--- src/rtl/pwr_seq_pkg.sv ---
package pwr_seq_pkg;

   // Packed control word layout (decoded by a neighbouring block)
   localparam int CTRL_W      = 15;
   localparam int BIT_SW      = 0;
   localparam int BIT_PGOOD   = 1;
   localparam int BIT_EISO    = 2;
   localparam int BIT_REPREQ  = 3;
   localparam int BIT_REPDONE = 4;
   localparam int BIT_FISO    = 5;
   localparam int INRUSH_LSB  = 13;
   localparam int INRUSH_W    = 2;

   typedef logic [INRUSH_W-1:0] inrush_t;

   typedef enum logic [3:0] {
      ST_IDLE,
      ST_PU_WAIT,
      ST_REP_REQ,
      ST_REP_WAIT,
      ST_RB_SW,
      ST_PD_EISO,
      ST_PD_SW,
      ST_OK,
      ST_FAIL
   } seq_state_e;

endpackage

--- src/rtl/pwr_seq_sync.sv ---
module pwr_seq_sync #(
   parameter int STAGES = 2
) (
   input  logic clk,
   input  logic rst_n,
   input  logic d,
   output logic q
);

   generate
      if (STAGES == 0) begin : g_bypass
         assign q = d;
      end else begin : g_chain
         logic [STAGES-1:0] chain_q;
         always_ff @(posedge clk or negedge rst_n) begin
            if (!rst_n) chain_q <= '0;
            else        chain_q <= STAGES'({chain_q, d});
         end
         assign q = chain_q[STAGES-1];
      end
   endgenerate

endmodule

--- src/rtl/pwr_seq_timer.sv ---
module pwr_seq_timer #(
   parameter int W = 8
) (
   input  logic         clk,
   input  logic         rst_n,
   input  logic         load,
   input  logic [W-1:0] load_val,
   output logic         expired
);

   logic [W-1:0] cnt_q;

   always_ff @(posedge clk or negedge rst_n) begin
      if (!rst_n)             cnt_q <= '0;
      else if (load)          cnt_q <= load_val;
      else if (cnt_q != '0)   cnt_q <= cnt_q - 1'b1;
   end

   assign expired = (cnt_q == '0);

endmodule

--- src/rtl/pwr_seq_fsm.sv ---
module pwr_seq_fsm
   import pwr_seq_pkg::*;
#(
   parameter int TMR_W      = 8,
   parameter int PGOOD_WAIT = 150,
   parameter int REPAIR_WAIT = 50,
   parameter int LAST_CODE  = 3
) (
   input  logic             clk,
   input  logic             rst_n,
   input  logic             on_req,
   input  logic             off_req,
   input  logic             pgood_s,
   input  logic             rdone_s,
   input  logic             tmr_exp,
   output logic             tmr_load,
   output logic [TMR_W-1:0] tmr_val,
   output logic             sw_en,
   output inrush_t          inrush,
   output logic             eiso_rel,
   output logic             rep_req,
   output logic             fiso_rel,
   output logic             busy,
   output logic             done,
   output logic             err
);

   localparam logic [TMR_W-1:0] PG_LOAD = TMR_W'(PGOOD_WAIT);
   localparam logic [TMR_W-1:0] RD_LOAD = TMR_W'(REPAIR_WAIT);
   localparam inrush_t          CODE_MAX = inrush_t'(LAST_CODE);

   seq_state_e state_q;
   logic       at_last;

   assign at_last = (inrush == CODE_MAX);

   always_ff @(posedge clk or negedge rst_n) begin
      if (!rst_n) begin
         state_q  <= ST_IDLE;
         sw_en    <= 1'b0;
         inrush   <= '0;
         eiso_rel <= 1'b0;
         rep_req  <= 1'b0;
         fiso_rel <= 1'b0;
      end else begin
         case (state_q)
            ST_IDLE: begin
               if (on_req) begin
                  if (sw_en) begin
                     state_q <= ST_OK;
                  end else begin
                     sw_en   <= 1'b1;
                     inrush  <= '0;
                     state_q <= ST_PU_WAIT;
                  end
               end else if (off_req) begin
                  fiso_rel <= 1'b0;
                  state_q  <= ST_PD_EISO;
               end
            end
            ST_PU_WAIT: begin
               if (pgood_s) begin
                  eiso_rel <= 1'b1;
                  state_q  <= ST_REP_REQ;
               end else if (tmr_exp) begin
                  if (at_last) begin
                     sw_en   <= 1'b0;
                     inrush  <= '0;
                     state_q <= ST_FAIL;
                  end else begin
                     inrush <= inrush + inrush_t'(1);
                  end
               end
            end
            ST_REP_REQ: begin
               rep_req <= 1'b1;
               state_q <= ST_REP_WAIT;
            end
            ST_REP_WAIT: begin
               if (rdone_s) begin
                  fiso_rel <= 1'b1;
                  state_q  <= ST_OK;
               end else if (tmr_exp) begin
                  eiso_rel <= 1'b0;
                  rep_req  <= 1'b0;
                  state_q  <= ST_RB_SW;
               end
            end
            ST_RB_SW: begin
               sw_en   <= 1'b0;
               inrush  <= '0;
               state_q <= ST_FAIL;
            end
            ST_PD_EISO: begin
               eiso_rel <= 1'b0;
               state_q  <= ST_PD_SW;
            end
            ST_PD_SW: begin
               sw_en   <= 1'b0;
               rep_req <= 1'b0;
               state_q <= ST_OK;
            end
            ST_OK, ST_FAIL: state_q <= ST_IDLE;
            default:        state_q <= ST_IDLE;
         endcase
      end
   end

   // timer reload points: entry to a wait and each new inrush step
   always_comb begin
      tmr_load = 1'b0;
      tmr_val  = PG_LOAD;
      case (state_q)
         ST_IDLE:     tmr_load = on_req && !sw_en;
         ST_PU_WAIT:  tmr_load = !pgood_s && tmr_exp && !at_last;
         ST_REP_REQ: begin
            tmr_load = 1'b1;
            tmr_val  = RD_LOAD;
         end
         default:     tmr_load = 1'b0;
      endcase
   end

   assign busy = (state_q != ST_IDLE);
   assign done = (state_q == ST_OK);
   assign err  = (state_q == ST_FAIL);

endmodule

--- src/rtl/pwr_dom_seq.sv ---
module pwr_dom_seq
   import pwr_seq_pkg::*;
#(
   parameter int PGOOD_WAIT  = 150,
   parameter int REPAIR_WAIT = 50,
   parameter int LAST_CODE   = 3,
   parameter int SYNC_STAGES = 2
) (
   input  logic                clk,
   input  logic                rst_n,
   input  logic                on_req_i,
   input  logic                off_req_i,
   input  logic                pgood_i,
   input  logic                repair_done_i,
   output logic                sw_en_o,
   output logic [INRUSH_W-1:0] inrush_o,
   output logic                elec_iso_rel_o,
   output logic                repair_req_o,
   output logic                func_iso_rel_o,
   output logic [CTRL_W-1:0]   ctrl_o,
   output logic                busy_o,
   output logic                done_o,
   output logic                err_o
);

   localparam int MAX_WAIT = (PGOOD_WAIT > REPAIR_WAIT) ? PGOOD_WAIT : REPAIR_WAIT;
   localparam int TMR_W    = $clog2(MAX_WAIT + 1);

   generate
      if (PGOOD_WAIT < 1) begin : g_bad_pg
         $error("PGOOD_WAIT must be at least 1");
      end
      if (REPAIR_WAIT < 1) begin : g_bad_rd
         $error("REPAIR_WAIT must be at least 1");
      end
      if (LAST_CODE < 0 || LAST_CODE >= (1 << INRUSH_W)) begin : g_bad_code
         $error("LAST_CODE outside the inrush code range");
      end
      if (SYNC_STAGES < 0 || SYNC_STAGES > 4) begin : g_bad_sync
         $error("SYNC_STAGES must be 0 to 4");
      end
   endgenerate

   logic             pgood_s, rdone_s;
   logic             tmr_load, tmr_exp;
   logic [TMR_W-1:0] tmr_val;
   inrush_t          inrush;

   pwr_seq_sync #(.STAGES(SYNC_STAGES)) u_sync_pg (
      .clk(clk), .rst_n(rst_n), .d(pgood_i), .q(pgood_s)
   );

   pwr_seq_sync #(.STAGES(SYNC_STAGES)) u_sync_rd (
      .clk(clk), .rst_n(rst_n), .d(repair_done_i), .q(rdone_s)
   );

   pwr_seq_timer #(.W(TMR_W)) u_timer (
      .clk(clk), .rst_n(rst_n), .load(tmr_load), .load_val(tmr_val),
      .expired(tmr_exp)
   );

   pwr_seq_fsm #(
      .TMR_W(TMR_W), .PGOOD_WAIT(PGOOD_WAIT),
      .REPAIR_WAIT(REPAIR_WAIT), .LAST_CODE(LAST_CODE)
   ) u_fsm (
      .clk(clk), .rst_n(rst_n),
      .on_req(on_req_i), .off_req(off_req_i),
      .pgood_s(pgood_s), .rdone_s(rdone_s), .tmr_exp(tmr_exp),
      .tmr_load(tmr_load), .tmr_val(tmr_val),
      .sw_en(sw_en_o), .inrush(inrush),
      .eiso_rel(elec_iso_rel_o), .rep_req(repair_req_o),
      .fiso_rel(func_iso_rel_o),
      .busy(busy_o), .done(done_o), .err(err_o)
   );

   assign inrush_o = inrush;

   always_comb begin
      ctrl_o              = '0;
      ctrl_o[BIT_SW]      = sw_en_o;
      ctrl_o[BIT_PGOOD]   = pgood_s;
      ctrl_o[BIT_EISO]    = elec_iso_rel_o;
      ctrl_o[BIT_REPREQ]  = repair_req_o;
      ctrl_o[BIT_REPDONE] = rdone_s;
      ctrl_o[BIT_FISO]    = func_iso_rel_o;
      ctrl_o[INRUSH_LSB +: INRUSH_W] = inrush;
   end

endmodule

--- config.mk ---
export PLATFORM = sky130hd
export DESIGN_NAME = pwr_dom_seq
export DESIGN_NICKNAME = d
export VERILOG_FILES = /design/src/rtl/pwr_seq_pkg.sv /design/src/rtl/pwr_seq_sync.sv /design/src/rtl/pwr_seq_timer.sv /design/src/rtl/pwr_seq_fsm.sv /design/src/rtl/pwr_dom_seq.sv
export SDC_FILE = /design/constraint.sdc
export NUM_CORES = 1
export LEC_CHECK = 0
export BUFFER_PORTS_ARGS = -buffer_cell sky130_fd_sc_hd__buf_2
export CORE_MARGIN = 3
export CORE_UTILIZATION = 30
export DETAILED_ROUTE_END_ITERATION = 7
export HOLD_SLACK_MARGIN = 0.1
export PLACE_DENSITY = 0.5
export SLEW_MARGIN = 20
export SYNTH_ARGS = -nofsm -noshare
export SYNTH_HDL_FRONTEND = slang
export SYNTH_SLANG_ARGS = --single-unit
export TNS_END_PERCENT = 1
--- constraint.sdc ---
create_clock -name clk -period 2 [get_ports clk]
set_input_delay 0 -clock clk [delete_from_list [all_inputs] [get_ports clk]]
set_output_delay 0 -clock clk [all_outputs]
set_load 0.05 [all_outputs]
==> impl.org, run 1 <==
** Die
- The die is 74.0 um wide.
- Die Area :: 5470 sq um
- Std cell rows :: 24
- Height of the chip :: 74.0 um
- Initial Utilization :: 31.4%
- In this run the standard cell core region covers 4410 sq um.
- Number of placed I/O pins :: 30

** Power and ir drop
- LEAKAGE :: 0.742 nW
- Internal power :: 0.00133 W
- Reported net switching power :: 0.00142 W
- Power share of the sequential group :: 30.9%
- The clock network is responsible for 9.9% of the overall power.
- Power spread over the standard cell area amounts to 1710 nW/um^2.
- IR analysis of the VDD net gives a maximum drop of 855 uV.
- In this run, the combinational gates consume 59.2% of the power.
- In this run switching power makes up 51.6% of total power.

** Clock tree
- Sinks on Clock Net :: 22
- Clock-pin slew was measured on the worst setup and hold paths at 80 ps.
- The clock passes through at most 2 buffers.
- TritonCTS built the clock tree.
- In this run the number of H-tree levels came out at 1.
- After clock tree synthesis, the setup repair step added 0 buffers.
- Clock tree root driver cell :: clkbuf_8
- The number of clock buffers added by TritonCTS is 3.
- Insertion delay of the later-clocked pin in the worst-skew pair :: 260 ps

** Worst setup path
- In this run the worst path has a maximum fanout of 4.
- The worst setup path is launched from a register.
- By startpoint and endpoint, the worst setup path is classified as register to register.
- Crit Reg-Reg Endpoint :: u_fsm.inrush[1]
- Req. time, crit path :: 2150 ps
- Worst R2R Path Depth :: 6
- Data arrives at the worst endpoint at 2050 ps.
- Grouping stages by cell kind, the critical path spends the most delay in compound AO/OA/AOI/OAI gates.
- Worst reg-to-reg setup slack :: 100 ps
- In this run the critical register-to-register path is launched from u_timer.cnt_q[0].
- Number of buffers and inverters on the critical path :: 1
- On the worst path, the slowest cell contributes a delay of 510 ps.
- Critical-path cell list :: inv_1 -> ha_2 -> or4b_4 -> o31ai_4 -> o311ai_2 -> a32o_1
- The largest individual stage delay along the critical path comes from the cell or4b_4.
- Type of destination of the critical path :: register

** Logic synthesis
- Post-synth top area share :: 39.7%
- Top area cells in the synthesized netlist :: dfrtp_1 40%, buf_4 8.1%, mux2i_1 5.1%, nor2_1 4.3%, a21oi_1 2.9%
- Sequential share of the synthesized area :: 39.7%
- Counting distinct cell types in the post-synthesis netlist gives 45.
- Seq cells post-synth :: 22
- Among all flip-flop cells after synthesis, the most frequent one is dfrtp_1.
- Synthesis produced 145 cells.
- Post-Synthesis Mean Instance Area :: 9.56 sq um
- Count of flip-flops with a built-in enable after synthesis :: 0
- In this run the cell area of the synthesized design comes to 1390 sq um.
- Warning count from the yosys run :: 0
- Of all cell types, the one taking the most synthesized area is dfrtp_1.
- Async SR Flop Fraction :: 100%

** Global routing
- Summed over all layers, the global routing overflow is 0.
- Global routing used 11.7% of the available tracks across all layers.
- The first global-routing pass estimated 4980 um of wire.
- Met2 routing resource usage after global routing :: 18.0%
- Met1 Track Usage GR :: 16.2%
- Initial antenna violation count :: 0
- Largest net degree at the start of global routing :: 23
- Routing layer with the top usage in global route :: met2
- Grt met3 use :: 2.16%
- The number of global-route vias before repair is 1026.

** Finish
- Highest-count cells in the layout ignoring fill and taps :: 22 x buf_2, 22 x dfrtp_1, 16 x nor2_1
- Final net count :: 180
- At the end of the flow the core is filled with cells to 36.6%.
- The repair_antennas step left the layout with diodes totalling 0.
- Area growth from synthesis to layout :: 16.5%
- Share of layout cells above drive strength 1 :: 24.3%

** Route
- Router iterations before antenna repair :: 4
- Summed over all layers, the routed wires come to 3100 um.
- In the final routed layout, each cell accounts on average for 14.0 um.
- First-iteration detailed-routing DRC count :: 31
- In the routed layout, each cell is associated on average with a via count of 5.04.
- Drc violations :: 0
- The detailed router placed 1114 vias in this run.
- Post-route ant nets :: 0

** Timing
- Count of final hold-check violations :: 0
- Worst-Margin Slew :: 656 ps
- Setup violation total in the final timing report :: 0
- Derived from the worst setup path, the maximum achievable clock frequency is 527 MHz.
- Final period utilization :: 94.8%
- Post-Route Skew :: 1.50 ps
- Adding up every negative setup slack in the final design gives 0 ps.
- Remaining max-slew budget at the tightest pin :: 56.1%
- The worst path in the final design needs a cycle of 1900 ps, including I/O delays and setup.
- The final max-slew violation count is 0.

** Outcome
- Outcome :: finished clean

** Place
- Buffers added on ports :: 22
- Routability-driven placement finished with a final weighted congestion of 0.804.
- Detailed placer's ending HPWL :: 2300 um

** Flow run
- Max cap viols :: 0

** Hold path
- HP Class :: input pin to async pin
[timing repair]
| action | in CTS | in global routing |
|---|---|---|
| gates resized for setup | 0 | 3 |
| hold buffers | 5 | 0 |
| setup endpoints to repair | 0 | 9 |
| hold endpoints to repair | 25 | 0 |
[power groups by stage]
stage,combinational (W),sequential [W],clock (W)
after floorplan,0.00117,0.000916,0
after global placement,0.00159,0.000846,0
after detailed placement,0.00158,0.000852,0
after CTS,0.00160,0.000843,0.000283
after global routing,0.00176,0.000885,0.000299
final,0.00163,0.000851,0.000274
[worst max-delay path by stage]
stage | start | end | slack [ps] | depth (start not counted)
after floorplan | u_timer.cnt_q[0] | u_fsm.inrush[1] | 200 | 6
final | u_timer.cnt_q[0] | u_fsm.inrush[1] | 100 | 6
after global placement | u_timer.cnt_q[0] | u_fsm.inrush[1] | 140 | 6
after detailed placement | u_timer.cnt_q[1] | u_fsm.rep_req | 70 | 6
after CTS | u_timer.cnt_q[1] | u_fsm.rep_req | 40 | 6
after global routing | u_timer.cnt_q[0] | u_fsm.state_q[1] | -20 | 6
[through the flow]
step	cells	power [W]	hold WS (ps)	setup WS [ps]	cell area, sq um
after floorplan	151	0.00209	-296	203	1410
after global placement	213	0.00244	-7.88	140	1510
after detailed placement	213	0.00244	4.20	66.2	1510
after CTS	221	0.00273	261	40.8	1600
after global routing	221	0.00294	293	-16.9	1620
final	221	0.00276	236	104	1620
[kinds of logic after synthesis]
family,share of synthesized area [%]
DFF,39.7
xor gates and xnor gates,1.90
other,0.270
muxes,5.05
AOI/OAI and AO/OA,18.4
buffers and inverters,11.6
and+or+nand+nor,20.3
adders and majority gates,2.71
[flip-flops by register name, summed over array words and instances (netlist names)]
signal / count
u_fsm.rep_req: 1
u_fsm.state_q: 4
u_fsm.inrush: 2
u_fsm.eiso_rel: 1
u_sync_pg.g_chain.chain_q: 2
u_fsm.fiso_rel: 1
u_fsm.sw_en: 1
u_timer.cnt_q: 8
u_sync_rd.g_chain.chain_q: 2
[synthesized netlist by cell type (all sizes together) (2+ instances only)]
cell and number:
nor3 6, nand4 3, o31ai 2, ha 3, o21ai 3, or2 2, buf 18, nor2b 2
a211o 2, mux2i 7, dfrtp 22, xnor2 2, a31oi 5, nand2 10, a21oi 8, nor4b 2
inv 8, a21o 2, nand3 2, nor2 16
[metal layers]
layer,up-vias,wire (um)
met3,5,153
li1,548,-
met2,35,1410
met5,-,0
met4,0,42
met1,526,1500
[final cells by class]
cell class,count,area [sq um]
inverters,8,30.0
flip-flops and latches,22,551
fillers,455,2800
well taps,52,65.1
multi-input cells,102,716
repair buffers,34,213
clock buffers,3,41.3
[worst register-to-register path: cells and delay by family (launching register included)]
family	cells	cell delay, ps
flops	1	380
compound gates	3	610
buf+inv	1	80
simple gates	1	510
fa+ha+maj	1	210
Power figures use the tool's default switching activity.
==> run 2, diff against run 1 <==
--- a/config.mk
+++ b/config.mk
@@ -11,6 +11,7 @@
 export DETAILED_ROUTE_END_ITERATION = 7
 export HOLD_SLACK_MARGIN = 0.1
 export PLACE_DENSITY = 0.5
+export RECOVER_POWER = 50
 export SLEW_MARGIN = 20
 export SYNTH_ARGS = -nofsm -noshare
 export SYNTH_HDL_FRONTEND = slang
==> run 2 against run 1 <==
Effect of this change: sequential share of layout area rose by 0.13 points; sequential power barely moved; die area did not move; hold slack improved by 110 ps; register-to-register slack barely moved; first-iteration DRC count did not move; cell count did not move.
==> impl.org, run 2 (synthesis results as in run 1) <==
** Route
- Dividing the detail-routed wire length by the instance count gives 14.0 um.
- Dividing the detail-routed via count by the number of cells gives 5.04.
- After detailed routing, the number of remaining DRC violations is 0.
- Summing over every cut layer, the via total after detailed routing is 1114.
- Router iterations before antenna repair :: 4
- Routed wire length :: 3100 um
- Once detail routing completed, the nets flagged for antenna violations numbered 0.
- First-iteration detailed-routing DRC count :: 31

** Global routing
- Summed over all layers, the global routing overflow is 0.
- Via count of the first global-routing pass :: 1026
- Across every metal layer, demand over resource in global routing totals 11.7%.
- Initial antenna violation count :: 0
- Entering global routing, the biggest net connects 23 pins.
- Wire length of the first global-routing pass :: 4980 um

** Die
- The die is 74.0 um wide.
- Die Area :: 5470 sq um
- The core region is 4410 sq um.
- Once the floorplan was initialized, standard cells occupied 31.4% of the core.
- Height of the chip :: 74.0 um
- Std cell rows :: 24
- For this design the top-level I/O count stands at 30.

** Place
- The wire-length estimate of the detail-placed layout is 2300 um.
- Prior to clock tree synthesis, the placed netlist has a worst setup slack of 66.2 ps.
- Number of cells after detailed placement :: 213
- Input and output buffers added on the ports amount to 22.
- Routability-driven placement congestion ratio :: 0.804

** Power and ir drop
- The analysis attributes to cell leakage a power of 0.729 nW.
- Power density over the cells :: 1710 nW/um^2
- Total Power Consumption :: 0.00274 W
- Across the VDD grid, the largest voltage drop is 832 uV.

** Timing
- Setup violations remaining at the end of the flow were counted as 0.
- Minimum clock period after layout :: 1900 ps
- Dividing the final minimum period by the clock period gives 94.8%.
- Worst-Margin Slew :: 1200 ps
- Remaining max-slew budget at the tightest pin :: 19.8%
- Post-Route Skew :: 1.50 ps
- Count of final hold-check violations :: 0
- Minimum setup slack in the final design :: 104 ps
- Timing would allow up to 527 MHz.
- Final slew viol count :: 0

** Hold path
- The worst hold path belongs to the class register to register.
- In this run the most critical hold path is launched from u_sync_pg.g_chain.chain_q[0].

** Clock tree
- The clock reaches the later pin of the worst-skew pair after 260 ps.
- Counting every sink on the clock net gives 22.
- TritonCTS built the clock tree.
- Clock H-tree levels :: 1
- Clock transition time at the flip-flop clock pins of the worst setup and hold paths :: 80 ps
- Clock tree root driver cell :: clkbuf_8
- In this run the deepest clock path goes through 2 buffers.
- TritonCTS created 3 clock buffers.

** Worst setup path
- The worst setup path is launched from a register.
- The worst setup path is captured at a register.
- Class of the most critical setup path :: register to register
- Req. time, crit path :: 2150 ps
- Worst-path maximum fanout :: 4
- Crit path from :: u_timer.cnt_q[0]
- Arrival time reported for the critical path endpoint :: 2050 ps
- Worst reg2reg path startpoint :: u_timer.cnt_q[0]

** Finish
- Final Non-Filler Cells :: 221
- The number of antenna diodes in the final layout is 0.
- The post-route netlist has 21.3% of its cells at a drive strength greater than 1.
- More flip-flops sit in one register than any other, and that register is u_timer.cnt_q.
- Highest-count cells in the layout ignoring fill and taps :: 22 x dfrtp_1, 17 x buf_2, 16 x nor2_1
- The largest registers in the layout are u_timer.cnt_q x8, u_fsm.state_q x4.
- Measured on the finished design, the core utilization comes to 36.5%.
- Number of flip-flops in the largest register :: 8
- Final net count :: 180
- Area growth from synthesis to layout :: 16.1%
- The library cell used most frequently in the layout, excluding fill and tap cells, is dfrtp_1.

** Flow run
- Across the run, the number of max-cap violations was 0.

** Outcome
- The flow ran to the end, and the final reports show no timing, DRC or antenna violations.
run 2: cell count changes in the layout (fill, tap and decap cells not counted):
cell,change
buf_2,-5
clkbuf_1,+5
run 2: stage by stage:
stage | hold WS [ps] | cell area [sq um] | TNS [ps]
final | 351 | 1610 | 0
after global routing | 354 | 1610 | -19.8
after CTS | 261 | 1600 | 0
after detailed placement | 4.20 | 1510 | 0
after global placement | -7.88 | 1510 | 0
after floorplan | -296 | 1410 | 0
run 2: cell type report:
| type | instances | area [sq um] |
|---|---|---|
| Multi-Input combinational cell | 102 | 716 |
| Clock buffer | 3 | 41.3 |
| Sequential cell | 22 | 551 |
| Inverter | 8 | 30.0 |
| Timing Repair Buffer | 34 | 206 |
| Fill cell | 459 | 2810 |
| Tap cell | 52 | 65.1 |
run 2: critical path: stages (launching register included):
cell and delay (ps):
dfrtp_1 380, inv_1 80, ha_2 210, or4b_4 510
o31ai_4 230, o311ai_2 160, a32o_1 220
run 2: path summary, 6_finish.rpt:
path,endpoint,slack [ps],cells after the start
min in group asynchronous,u_fsm.state_q[3],510,2
setup / recovery,u_fsm.inrush[1],100,6
hold / removal,u_sync_pg.g_chain.chain_q[1],350,0
max in group asynchronous,u_sync_pg.g_chain.chain_q[1],780,2
hold reg to reg,u_sync_pg.g_chain.chain_q[1],350,0
setup reg to reg,u_fsm.inrush[1],100,6
run 2: repair_timing:
action | in CTS | in global routing
hold endpoints to repair | 25 | 0
hold buffers | 5 | 0
gates resized for setup | 0 | 3
buffers inserted | 0 | 0
setup endpoints to repair | 0 | 9
run 2: layer usage:
layer  GRT usage [%]  wire [um]  vias up
li1                -          -      547
met1            16.2       1480      525
met2            18.0       1410       37
met3            2.16        167        5
met4            4.83         42        0
met5               0          0        -
run 2: power breakdown:
group          switching [W]  internal [W]
combinational        0.00104      0.000577
sequential          0.000244      0.000609
clock               0.000140      0.000134
==> run 3, diff against run 2 <==
--- a/config.mk
+++ b/config.mk
@@ -7,10 +7,10 @@
 export LEC_CHECK = 0
 export BUFFER_PORTS_ARGS = -buffer_cell sky130_fd_sc_hd__buf_2
 export CORE_MARGIN = 3
-export CORE_UTILIZATION = 30
+export CORE_UTILIZATION = 46
 export DETAILED_ROUTE_END_ITERATION = 7
 export HOLD_SLACK_MARGIN = 0.1
-export PLACE_DENSITY = 0.5
+export PLACE_DENSITY = 0.7
 export RECOVER_POWER = 50
 export SLEW_MARGIN = 20
 export SYNTH_ARGS = -nofsm -noshare
==> run 3 against run 2 <==
Effect of this change: wire length decreased by 5.0%; die area decreased by 32%; combinational power about the same; highest routed layer unchanged; hold slack got worse by 22 ps; register-to-register slack got worse by 20 ps; sequential cell count unchanged.
==> impl.org, run 3 (synthesis results as in run 1) <==
** Timing
- Total Neg Setup Slack :: 0 ps
- For this run, the top clock speed supported by timing is 522 MHz.
- Counting I/O delays and the setup requirement, the final critical path takes 1910 ps.
- Setup violation total in the final timing report :: 0
- For the final database, setup skew stands at 5.80 ps.
- The final max-slew violation count came to 0.
- The worst pin sits at a relative slew slack of 21.1%.
- At the pin with the least slew margin, the transition time is 1180 ps.
- Setup slack closes at 85.2 ps.
- Final period utilization :: 95.7%
- The final-report hold violation count was 0.
- Setup repair after global routing missed its margin :: no

** Die
- Chip Width :: 60.9 um
- Core region area :: 2810 sq um
- Std cell rows :: 19
- Height of the chip :: 60.9 um
- During I/O placement, the number of pins put on the boundary was 30.
- Die Area :: 3710 sq um
- The initial utilization of the core area, before any placement, comes to 49.4%.

** Clock tree
- The longest clock path from root to sink contains 2 buffers.
- Buffers added to address setup during post-CTS repair amount to 0.
- Clock transition time at the flip-flop clock pins of the worst setup and hold paths :: 120 ps
- Sinks on Clock Net :: 22
- TritonCTS built the clock tree.
- Buffers inserted during clock tree synthesis total 3.
- In this run the number of H-tree levels came out at 1.
- The tree is rooted in a clkbuf_4.
- Clock latency on the worst-skew pair, taken at its later pin, is 300 ps.

** Worst setup path
- Crit Reg-Reg Endpoint :: u_fsm.inrush[1]
- STA classifies the critical path startpoint as a register.
- Worst R2R Path Depth :: 6
- Worst reg-to-reg setup slack :: 90 ps
- STA puts the critical path data arrival time at 2110 ps.
- Of all nets on the critical path, the largest fanout is 5.
- The worst setup path is of the register to register kind.
- The startpoint identified for the worst register-to-register timing path is u_timer.cnt_q[1].
- Type of destination of the critical path :: register
- Req. time, crit path :: 2200 ps

** Hold path
- HP Class :: input pin to register
- Cell depth of the worst hold path :: 2
- For hold timing, the worst endpoint is u_sync_pg.g_chain.chain_q[0].
- In this run the most critical hold path is launched from pgood_i.

** Finish
- u_timer.cnt_q holds more flip-flops than any other register.
- The largest registers in the layout are u_timer.cnt_q x8, u_fsm.state_q x4.
- 0 antenna diodes ended up in the layout.
- At the end of the flow, the number of nets in the layout was 180.
- The register with the most flip-flops in the layout has 8 of them.
- The library cell used most frequently in the layout, excluding fill and tap cells, is dfrtp_1.
- Share of layout cells above drive strength 1 :: 21.3%
- Compared with the post-synthesis result, the final layout area differs by 13.5%.
- Leaving out fill and tap cells, the most frequent cells in the layout are 22 x dfrtp_1, 17 x buf_2, 16 x nor2_1.

** Global routing
- Initial antenna violation count :: 0
- Wire length of the first global-routing pass :: 4800 um
- Summed over all layers, the global routing overflow is 0.
- Total Routing Usage GR :: 17.2%
- Entering global routing, the biggest net connects 23 pins.
- The number of global-route vias before repair was 1015.

** Place
- Routability-driven placement congestion ratio :: 0.866
- Setup Slack @ Placement :: 92.1 ps
- Detailed placer's ending HPWL :: 2110 um
- Buffers added on ports :: 22

** Route
- In the final routed layout, each cell accounts on average for 14.7 um.
- Post-route ant nets :: 0
- The routed design has 2950 um of wire.
- The routed layout has 1132 vias.
- The first detailed-routing pass took 4 iterations.
- After detailed routing, the number of vias per cell comes to 5.66.
- In this run, the number of DRC markers left after iteration 0 of detailed routing was 28.
- For this run, design rule violations remaining after detail routing come to 0.

** Power and ir drop
- For this design the static power due to leakage is 0.723 nW.
- Power spread over the standard cell area amounts to 1700 nW/um^2.
- The worst-case IR drop observed on VDD is 970 uV.

** Flow run
- Max cap viols :: 0

** Outcome
- The run finished with clean final reports.
## run 3: final cells by class
type / count / area, sq um
inverter: 8 / 30.0
sequential: 22 / 551
timing repair buffer: 34 / 206
multi-input combinational: 102 / 726
clock buffer: 3 / 22.5
fill: 253 / 1230
tap: 31 / 38.8
## run 3: how the worst max path moves through the flow
stage | startpoint | endpoint | slack, ps
final | u_timer.cnt_q[1] | u_fsm.inrush[1] | 90
after floorplan | u_timer.cnt_q[0] | u_fsm.inrush[1] | 200
after global placement | u_timer.cnt_q[1] | u_fsm.inrush[1] | 150
after detailed placement | u_timer.cnt_q[1] | u_fsm.inrush[1] | 90
after CTS | u_timer.cnt_q[1] | u_fsm.inrush[1] | 60
after global routing | u_timer.cnt_q[1] | u_fsm.inrush[1] | 10
## run 3: layer usage
| metal | global-route usage [%] | up-vias | part of all wire (%) |
|---|---|---|---|
| met3 | 1.91 | 2 | 4.5 |
| met4 | 5.57 | 0 | 0.64 |
| met1 | 25.0 | 539 | 49 |
| met2 | 26.9 | 36 | 46 |
| met5 | 0 | - | 0 |
| li1 | - | 555 | - |
## run 3: critical path, stage by stage, from the launching register on
cell	delay, ps
dfrtp_1	440
inv_1	130
ha_4	160
or4b_4	490
o31ai_4	220
o311ai_2	150
a32o_1	230
## run 3: stage by stage
| step | std cells | cell area (sq um) | utilization, % | total power [W] | hold slack [ps] |
|---|---|---|---|---|---|
| after global routing | 200 | 1570 | 56.1 | 0.00288 | 327 |
| after CTS | 200 | 1550 | 55.3 | 0.00262 | 196 |
| after floorplan | 151 | 1410 | - | 0.00209 | -296 |
| after global placement | 192 | 1480 | 52.7 | 0.00239 | -6.44 |
| after detailed placement | 192 | 1480 | 52.7 | 0.00240 | 1.69 |
| final | 200 | 1570 | 56.1 | 0.00267 | 329 |
## run 3: what timing repair did
action / 4_1_cts / 5_1_grt
hold buffers: 5 / 0
resized for setup: 0 / 4
endpoints found under the hold margin: 27 / 0
endpoints found under the setup margin: 0 / 10
## run 3: power breakdown
group / leakage, nW / internal, W / total, W / switching (W)
logic: 0.443 / 0.000570 / 0.00161 / 0.00104
clock network: 0.0138 / 0.0000702 / 0.000199 / 0.000129
registers: 0.266 / 0.000607 / 0.000864 / 0.000256
